==> src/rtl/hb_pkg.sv <==
package hb_pkg;
    localparam int DW = 18;
    localparam int HW = 9;

    typedef enum logic [1:0] {
        BW18 = 2'd0,
        BW16 = 2'd1,
        BW9  = 2'd2,
        BW8  = 2'd3
    } bw_e;

    typedef logic [DW-1:0] word_t;
    typedef logic [HW-1:0] half_t;

    function automatic logic is_narrow(input bw_e m);
        return (m == BW9) || (m == BW8);
    endfunction
endpackage

==> src/rtl/hb_sync.sv <==
module hb_sync #(
    parameter int W      = 1,
    parameter int STAGES = 2
) (
    input  logic         clk,
    input  logic         rst_n,
    input  logic [W-1:0] d,
    output logic [W-1:0] q
);
    logic [STAGES-1:0][W-1:0] st_d, st_q;

    always_comb begin
        st_d[0] = d;
        for (int i = 1; i < STAGES; i++) begin
            st_d[i] = st_q[i-1];
        end
    end

    always_ff @(posedge clk or negedge rst_n) begin
        if (!rst_n) st_q <= '0;
        else        st_q <= st_d;
    end

    assign q = st_q[STAGES-1];
endmodule

==> src/rtl/hb_pack.sv <==
module hb_pack
    import hb_pkg::*;
(
    input  bw_e   mode,
    input  logic  hi_first,
    input  half_t part,
    input  word_t bus,
    input  word_t src,
    input  logic  second,
    output word_t word,
    output half_t half,
    output word_t rd_bus
);
    logic sel_hi;

    always_comb begin
        half = (mode == BW9) ? bus[HW-1:0] : {1'b0, bus[7:0]};
        unique case (mode)
            BW18:    word = bus;
            BW16:    word = {2'b00, bus[15:0]};
            BW9:     word = {part, bus[HW-1:0]};
            default: word = hi_first ? {2'b00, part[7:0], bus[7:0]}
                                     : {2'b00, bus[7:0], part[7:0]};
        endcase
    end

    always_comb begin
        sel_hi = hi_first ^ second;
        unique case (mode)
            BW18:    rd_bus = src;
            BW16:    rd_bus = {2'b00, src[15:0]};
            BW9:     rd_bus = second ? {9'b0, src[8:0]} : {9'b0, src[17:9]};
            default: rd_bus = sel_hi ? {10'b0, src[15:8]} : {10'b0, src[7:0]};
        endcase
    end
endmodule

==> src/rtl/hb_prefetch.sv <==
module hb_prefetch
    import hb_pkg::*;
#(
    parameter int AW = 16
) (
    input  logic          clk,
    input  logic          rst_n,
    input  logic          clear,
    input  logic          fetch,
    input  logic [AW-1:0] fetch_addr,
    output word_t         rdr,
    output logic          req,
    output logic [AW-1:0] req_addr,
    input  logic          ack,
    input  word_t         ack_data
);
    typedef struct packed {
        word_t         rdr;
        logic          req;
        logic [AW-1:0] raddr;
    } pf_t;

    pf_t pf_d, pf_q;

    always_comb begin
        pf_d = pf_q;
        if (pf_q.req && ack) begin
            pf_d.rdr = ack_data;
            pf_d.req = 1'b0;
        end
        if (fetch) begin
            pf_d.req   = 1'b1;
            pf_d.raddr = fetch_addr;
        end
        if (clear) begin
            pf_d.rdr = '0;
            pf_d.req = 1'b0;
        end
    end

    always_ff @(posedge clk or negedge rst_n) begin
        if (!rst_n) pf_q <= '0;
        else        pf_q <= pf_d;
    end

    assign rdr      = pf_q.rdr;
    assign req      = pf_q.req;
    assign req_addr = pf_q.raddr;


    rd_hold_chk: assert property (@(posedge clk) disable iff (!rst_n)
        (req && !ack && !clear && !fetch) |=> (req && $stable(req_addr)));


    rdr_clear_chk: assert property (@(posedge clk) disable iff (!rst_n)
        clear |=> (rdr == '0 && !req));
endmodule

==> src/rtl/hostbus_regif.sv <==
module hostbus_regif
    import hb_pkg::*;
#(
    parameter int            AW          = 16,
    parameter int            IW          = 16,
    parameter logic [IW-1:0] MEM_IDX     = 'h0022,
    parameter logic [IW-1:0] ADDR_IDX    = 'h0021,
    parameter int            SYNC_STAGES = 2
) (
    input  logic          clk,
    input  logic          rst_n,
    input  logic          cs_n,
    input  logic          wr_n,
    input  logic          rd_n,
    input  logic          rs,
    input  logic [17:0]   bus_in,
    output logic [17:0]   bus_out,
    output logic          bus_oe,
    input  logic [1:0]    width_sel,
    input  logic          hi_first,
    input  logic [15:0]   status_word,
    output logic          cm_valid,
    input  logic          cm_ready,
    output logic          cm_mem,
    output logic [IW-1:0] cm_index,
    output logic [AW-1:0] cm_addr,
    output logic [17:0]   cm_data,
    output logic          mem_rd_req,
    output logic [AW-1:0] mem_rd_addr,
    input  logic          mem_rd_ack,
    input  logic [17:0]   mem_rd_data,
    output logic          busy,
    output logic          overrun
);
    localparam int SW = DW + 3;

    typedef struct packed {
        logic          wr_a;
        logic          rd_a;
        logic          rs;
        word_t         bus;
        logic          phase;
        logic          ph_rs;
        logic          ph_rd;
        half_t         part;
        logic [IW-1:0] idx;
        logic [AW-1:0] addr;
        logic          cm_v;
        logic          cm_mem;
        logic [IW-1:0] cm_idx;
        logic [AW-1:0] cm_addr;
        word_t         cm_data;
        logic          ovr;
        logic          oe;
        word_t         dout;
    } st_t;

    st_t st_d, st_q;

    bw_e           mode;
    logic [SW-1:0] sync_in, sync_out;
    logic          s_wr, s_rd, s_rs;
    word_t         s_bus;
    logic          wr_end, rd_end, acc, pair_done, narrow;
    word_t         wr_word, rd_bus, rd_src, rdr;
    half_t         half;
    logic          second_live;
    logic          clear_rdr, fetch, inc_c, inc_f, load;
    logic [AW-1:0] addr_base;

    assign mode = bw_e'(width_sel);
    assign narrow = is_narrow(mode);

    // access qualification: chip selected and exactly one strobe low
    assign sync_in = {rs, bus_in, ~cs_n & ~wr_n & rd_n, ~cs_n & ~rd_n & wr_n};

    hb_sync #(.W(SW), .STAGES(SYNC_STAGES)) u_sync (
        .clk   (clk),
        .rst_n (rst_n),
        .d     (sync_in),
        .q     (sync_out)
    );

    assign s_rd  = sync_out[0];
    assign s_wr  = sync_out[1];
    assign s_bus = sync_out[DW+1:2];
    assign s_rs  = sync_out[DW+2];

    assign wr_end = st_q.wr_a & ~s_wr;
    assign rd_end = st_q.rd_a & ~s_rd;
    assign acc    = wr_end | rd_end;
    assign pair_done = !narrow ||
                       (st_q.phase && (st_q.ph_rs == st_q.rs) && (st_q.ph_rd == rd_end));

    assign second_live = st_q.phase && st_q.ph_rd && (st_q.ph_rs == s_rs);
    assign rd_src      = s_rs ? rdr : {2'b00, status_word};

    hb_pack u_pack (
        .mode     (mode),
        .hi_first (hi_first),
        .part     (st_q.part),
        .bus      (st_q.bus),
        .src      (rd_src),
        .second   (second_live),
        .word     (wr_word),
        .half     (half),
        .rd_bus   (rd_bus)
    );

    hb_prefetch #(.AW(AW)) u_prefetch (
        .clk        (clk),
        .rst_n      (rst_n),
        .clear      (clear_rdr),
        .fetch      (fetch),
        .fetch_addr (addr_base),
        .rdr        (rdr),
        .req        (mem_rd_req),
        .req_addr   (mem_rd_addr),
        .ack        (mem_rd_ack),
        .ack_data   (mem_rd_data)
    );

    always_comb begin
        st_d      = st_q;
        clear_rdr = 1'b0;
        fetch     = 1'b0;
        inc_c     = 1'b0;
        inc_f     = 1'b0;
        load      = 1'b0;

        st_d.wr_a = s_wr;
        st_d.rd_a = s_rd;
        st_d.rs   = s_rs;
        st_d.bus  = s_bus;
        st_d.ovr  = 1'b0;

        // commit acceptance
        if (st_q.cm_v && cm_ready) begin
            st_d.cm_v = 1'b0;
            if (st_q.cm_mem)                  inc_c = 1'b1;
            else if (st_q.cm_idx == ADDR_IDX) load  = 1'b1;
        end
        addr_base = load ? st_q.cm_data[AW-1:0] : st_q.addr + AW'(inc_c);

        // trailing edge of an access
        if (acc) begin
            if (!pair_done) begin
                st_d.phase = 1'b1;
                st_d.ph_rs = st_q.rs;
                st_d.ph_rd = rd_end;
                st_d.part  = half;
            end else begin
                st_d.phase = 1'b0;
                if (wr_end && !st_q.rs) begin
                    st_d.idx  = wr_word[IW-1:0];
                    clear_rdr = 1'b1;
                end else if (wr_end) begin
                    if (st_q.cm_v && !cm_ready) begin
                        st_d.ovr = 1'b1;
                    end else begin
                        st_d.cm_v    = 1'b1;
                        st_d.cm_mem  = (st_q.idx == MEM_IDX);
                        st_d.cm_idx  = st_q.idx;
                        st_d.cm_addr = addr_base;
                        st_d.cm_data = wr_word;
                    end
                end else if (st_q.rs) begin
                    fetch = 1'b1;
                    inc_f = 1'b1;
                end
            end
        end
        st_d.addr = addr_base + AW'(inc_f);

        st_d.oe   = s_rd;
        st_d.dout = s_rd ? rd_bus : '0;
    end

    always_ff @(posedge clk or negedge rst_n) begin
        if (!rst_n) st_q <= '0;
        else        st_q <= st_d;
    end

    assign bus_out  = st_q.dout;
    assign bus_oe   = st_q.oe;
    assign cm_valid = st_q.cm_v;
    assign cm_mem   = st_q.cm_mem;
    assign cm_index = st_q.cm_idx;
    assign cm_addr  = st_q.cm_addr;
    assign cm_data  = st_q.cm_data;
    assign busy     = st_q.cm_v;
    assign overrun  = st_q.ovr;


    cm_hold_chk: assert property (@(posedge clk) disable iff (!rst_n)
        (cm_valid && !cm_ready) |=> (cm_valid && $stable(cm_data) &&
                                     $stable(cm_index) && $stable(cm_addr) && $stable(cm_mem)));


    ovr_cause_chk: assert property (@(posedge clk) disable iff (!rst_n)
        overrun |-> $past(cm_valid && !cm_ready));


    ovr_pulse_chk: assert property (@(posedge clk) disable iff (!rst_n)
        overrun |=> !overrun);


    oe_idle_chk: assert property (@(posedge clk) disable iff (!rst_n)
        !bus_oe |-> (bus_out == '0));
endmodule

==> config.mk <==
export PLATFORM = sky130hd
export DESIGN_NAME = hostbus_regif
export DESIGN_NICKNAME = d
export VERILOG_FILES = /design/src/rtl/hb_pkg.sv /design/src/rtl/hb_sync.sv /design/src/rtl/hb_pack.sv /design/src/rtl/hb_prefetch.sv /design/src/rtl/hostbus_regif.sv
export SDC_FILE = /design/constraint.sdc
export NUM_CORES = 1
export LEC_CHECK = 0
export BUFFER_PORTS_ARGS = -buffer_cell sky130_fd_sc_hd__buf_2
export CORE_ASPECT_RATIO = 0.8
export CORE_MARGIN = 5
export CORE_UTILIZATION = 45
export CTS_CLUSTER_SIZE = 12
export DETAILED_ROUTE_END_ITERATION = 8
export PLACE_DENSITY = 0.69
export SLEW_MARGIN = 40
export SYNTH_ARGS = -nofsm -noshare
export SYNTH_HDL_FRONTEND = slang
export SYNTH_SLANG_ARGS = --single-unit
==> constraint.sdc <==
create_clock -name clk -period 2.5 [get_ports clk]
set_input_delay 0.25 -clock clk [delete_from_list [all_inputs] [get_ports clk]]
set_output_delay 0.25 -clock clk [all_outputs]
set_load 0.05 [all_outputs]
==> results.ini <==
[status]
run_status = completed

[global_routing]
grt_usage_pct = 17.7
grt_overflow = 0
antenna_found_initial = 0
grt_max_degree = 88
grt_pass1_wl_um = 32800
grt_pass1_vias = 6151

[sta]
worstMarginPinSlew_ps = 714
clock-skew-final_ps = 9.50
finalMaxSlewViolations = 0
finalCriticalPeriod_ps = 2400
slew_headroom_pct = 52.4
setup_viol = 0
max_freq_ghz = 0.417
layout_worst_path_cycle_share_pct = 95.9
hold_viol_final = 0

[final_layout]
final_common_cell = dfrtp_1
drive_gt1_share_pct = 29.1
area_delta_synth_final_pct = 21.8
final_area_um2 = 11200
final_cell_mix = dfrtp_1, buf_2, nand2_1
fin_nets = 1032
post-route-util_pct = 56.1
insertedDiodeCount = 0
fillers = 1682

[setup_path]
crit_arrival_ps = 2820
slowest_stage = or3_4
crit_end = st_q[84]
worstSetupPathType = reg -> reg
path_cells = and3_4 -> ha_4 -> ha_4 -> and4b_2 -> nor4_1 -> mux2_4 -> or3_4 -> nor3b_4 -> xnor2_1
timing.rr.end = st_q[84]
rrSetupSlack_ps = 100
r2r_cells = 9
crit_path_max_incr_delay_ps = 430
r2r-start = busy
cp-start-kind = flop
critPathMaxFanout = 6
crit_start = busy
required_ps = 2930
cp-end-kind = flop
cpMostUsedCell = ha_4

[placement]
portBuffers = 152
placed_cell_area_um2 = 9850
dp_hpwl_um = 14800
place.gp.congestion = 0.847

[detailed_routing]
wl_um = 21000
drcViolationCount = 0
via_per_inst = 5.04
vias = 6253
detail_route.wl_per_cell_um = 16.9
drtIter0Drc = 378
drtPass1Iterations = 4
ant_nets = 0

[cts]
clkTransAtPathRegs_ps = 60
cts_tree = done
cts.path.max_buffers = 3
cts.sinks = 213
cts_buffers = 23
htree_levels = 1
clk_latency_ps = 510
cts-root-buf = clkbuf_16

[synthesis]
seq_area_frac_synth_pct = 58.1
async_flop_share_pct = 100
syn_nets = 887
synth_area_um2 = 9170
syn_avg_cell_area_um2 = 11.2
synthCells = 819
synth_enable_flop_cells = 0
yosysWarningCount = 0
synth-seq-cells = 213
yosys.cell_types.count = 60
ys.flop_type = dfrtp_1

[power]
p_total_w = 0.00992
power.density_nw_per_um2 = 888
ir_worst_vdd_mv = 0.546
p_leak_nw = 5.33

[floorplanning]
die_y_um = 138
core_region_area_um2 = 19900
die_w_um = 170
initial_core_util_pct = 46.1
rows = 46
io-pin-count = 153
die_area_um2 = 23400

[run]
drv_cap = 0

[min_path]
hold_path_class = in -> reg
hp-start = status_word[13]

[cells in the mapped netlist (3+ instances only)]
library cell  instances  area share (%)
dfrtp_1             213              58
nand2_1             116             4.7
buf_4                77             6.3
o21ai_0              54             2.9
a21oi_1              49             2.7
nor2_1               46             1.9
mux2i_1              40             4.4
mux2_2               22             2.7
clkbuf_1             19            0.78
xnor2_1              18             1.7
xor2_1               16             1.5
o21ai_1              11            0.60
inv_1                 8            0.33
a211oi_1              7            0.57
buf_2                 7            0.38
mux2_1                7            0.86
nand3_1               7            0.38
nor2b_1               7            0.48
nor3_1                7            0.38
nor4_1                7            0.48
and2_1                5            0.34
ha_1                  5            0.68
nand2b_1              5            0.34
nand4_1               5            0.34
o22ai_1               5            0.34
a221oi_1              3            0.29
and3_1                3            0.20
mux2i_2               3            0.45
o31ai_1               3            0.25
[per-stage QoR]
step | hold slack [ps] | instances | TNS, ps | setup slack (ps)
after floorplan | -45.6 | 819 | -341 | -120
after global placement | 329 | 1158 | -9.08 | -9.08
after detailed placement | 324 | 1158 | -359 | -104
after CTS | 49.5 | 1238 | 0 | 11.1
after global routing | 90.9 | 1241 | -13.2 | -13.2
final | 59.1 | 1241 | 0 | 103
[repair_timing]
| action | 4_1_cts | 5_1_grt |
|---|---|---|
| endpoints found under the hold margin | 112 | 0 |
| cloned | 0 | 0 |
| hold buffers | 42 | 0 |
| buffers inserted | 0 | 3 |
| resized for setup | 1 | 24 |
| setup endpoints to repair | 6 | 8 |
| pin swaps | 1 | 4 |
[sequential cells by signal (all words and copies together) (netlist names)]
| signal | count |
|---|---|
| bus_oe | 1 |
| busy | 1 |
| u_prefetch.req_addr | 16 |
| u_prefetch.rdr | 18 |
| overrun | 1 |
| st_q | 64 |
| cm_addr | 16 |
| bus_out | 18 |
| u_prefetch.req | 1 |
| u_sync.q | 21 |
| cm_data | 18 |
| cm_mem | 1 |
| u_sync.st_d | 21 |
| cm_index | 16 |
[critical path, delay by kind of cell (launching register included)]
kind	cells	cell delay [ps]
flip-flops	1	400
AND/OR/NAND/NOR	5	1140
multiplexers	1	310
adder cells (fa/ha/maj)	2	340
XOR/XNOR	1	130
[power breakdown]
group	switching, W	internal, W	leakage (nW)	total [W]
registers	0.000490	0.00397	2.68	0.00446
clock network	0.00129	0.00194	0.349	0.00323
logic	0.00153	0.000712	2.30	0.00224
total	0.00331	0.00661	5.33	0.00992
[area by class of cell]
class	count	area [um^2]	share of cell area [%]
multi-input cells	490	3270	29.3
inverters	10	37.5	0.336
flip-flops and latches	213	5330	47.8
repair buffers	226	1480	13.3
clock buffers	34	667	5.97
clock inverters	4	51.3	0.459
well taps	264	330	2.96
[worst min path at each step]
stage	slack (ps)	endpoint	cells past startpoint
global route	90	bus_out[11]	3
detailed placement	320	cm_index[5]	1
global placement	330	u_sync.st_d[38]	1
CTS	50	bus_out[13]	3
floorplan	-50	bus_oe	0
finish	60	bus_out[13]	3
[metal layers]
metal,vias to the layer above,track usage (%),wire length [um]
met2,168,26.9,9430
li1,3009,-,-
met3,46,3.87,1360
met4,0,5.86,661
met1,3030,25.3,9550
met5,-,0,0
[kinds of logic (layout without fill, tap and decap cells)]
kind of cell,after synthesis,in the layout,synth area share [%]
AND/OR/NAND/NOR,236,236,12.7
flip-flops,213,213,58.1
AO/OA/AOI/OAI,142,142,8.66
buffers and inverters,116,274,8.07
multiplexers,73,73,8.54
XOR/XNOR,34,34,3.25
adder cells (fa/ha/maj),5,5,0.682
Note: power is estimated with default switching activity, not from simulation.
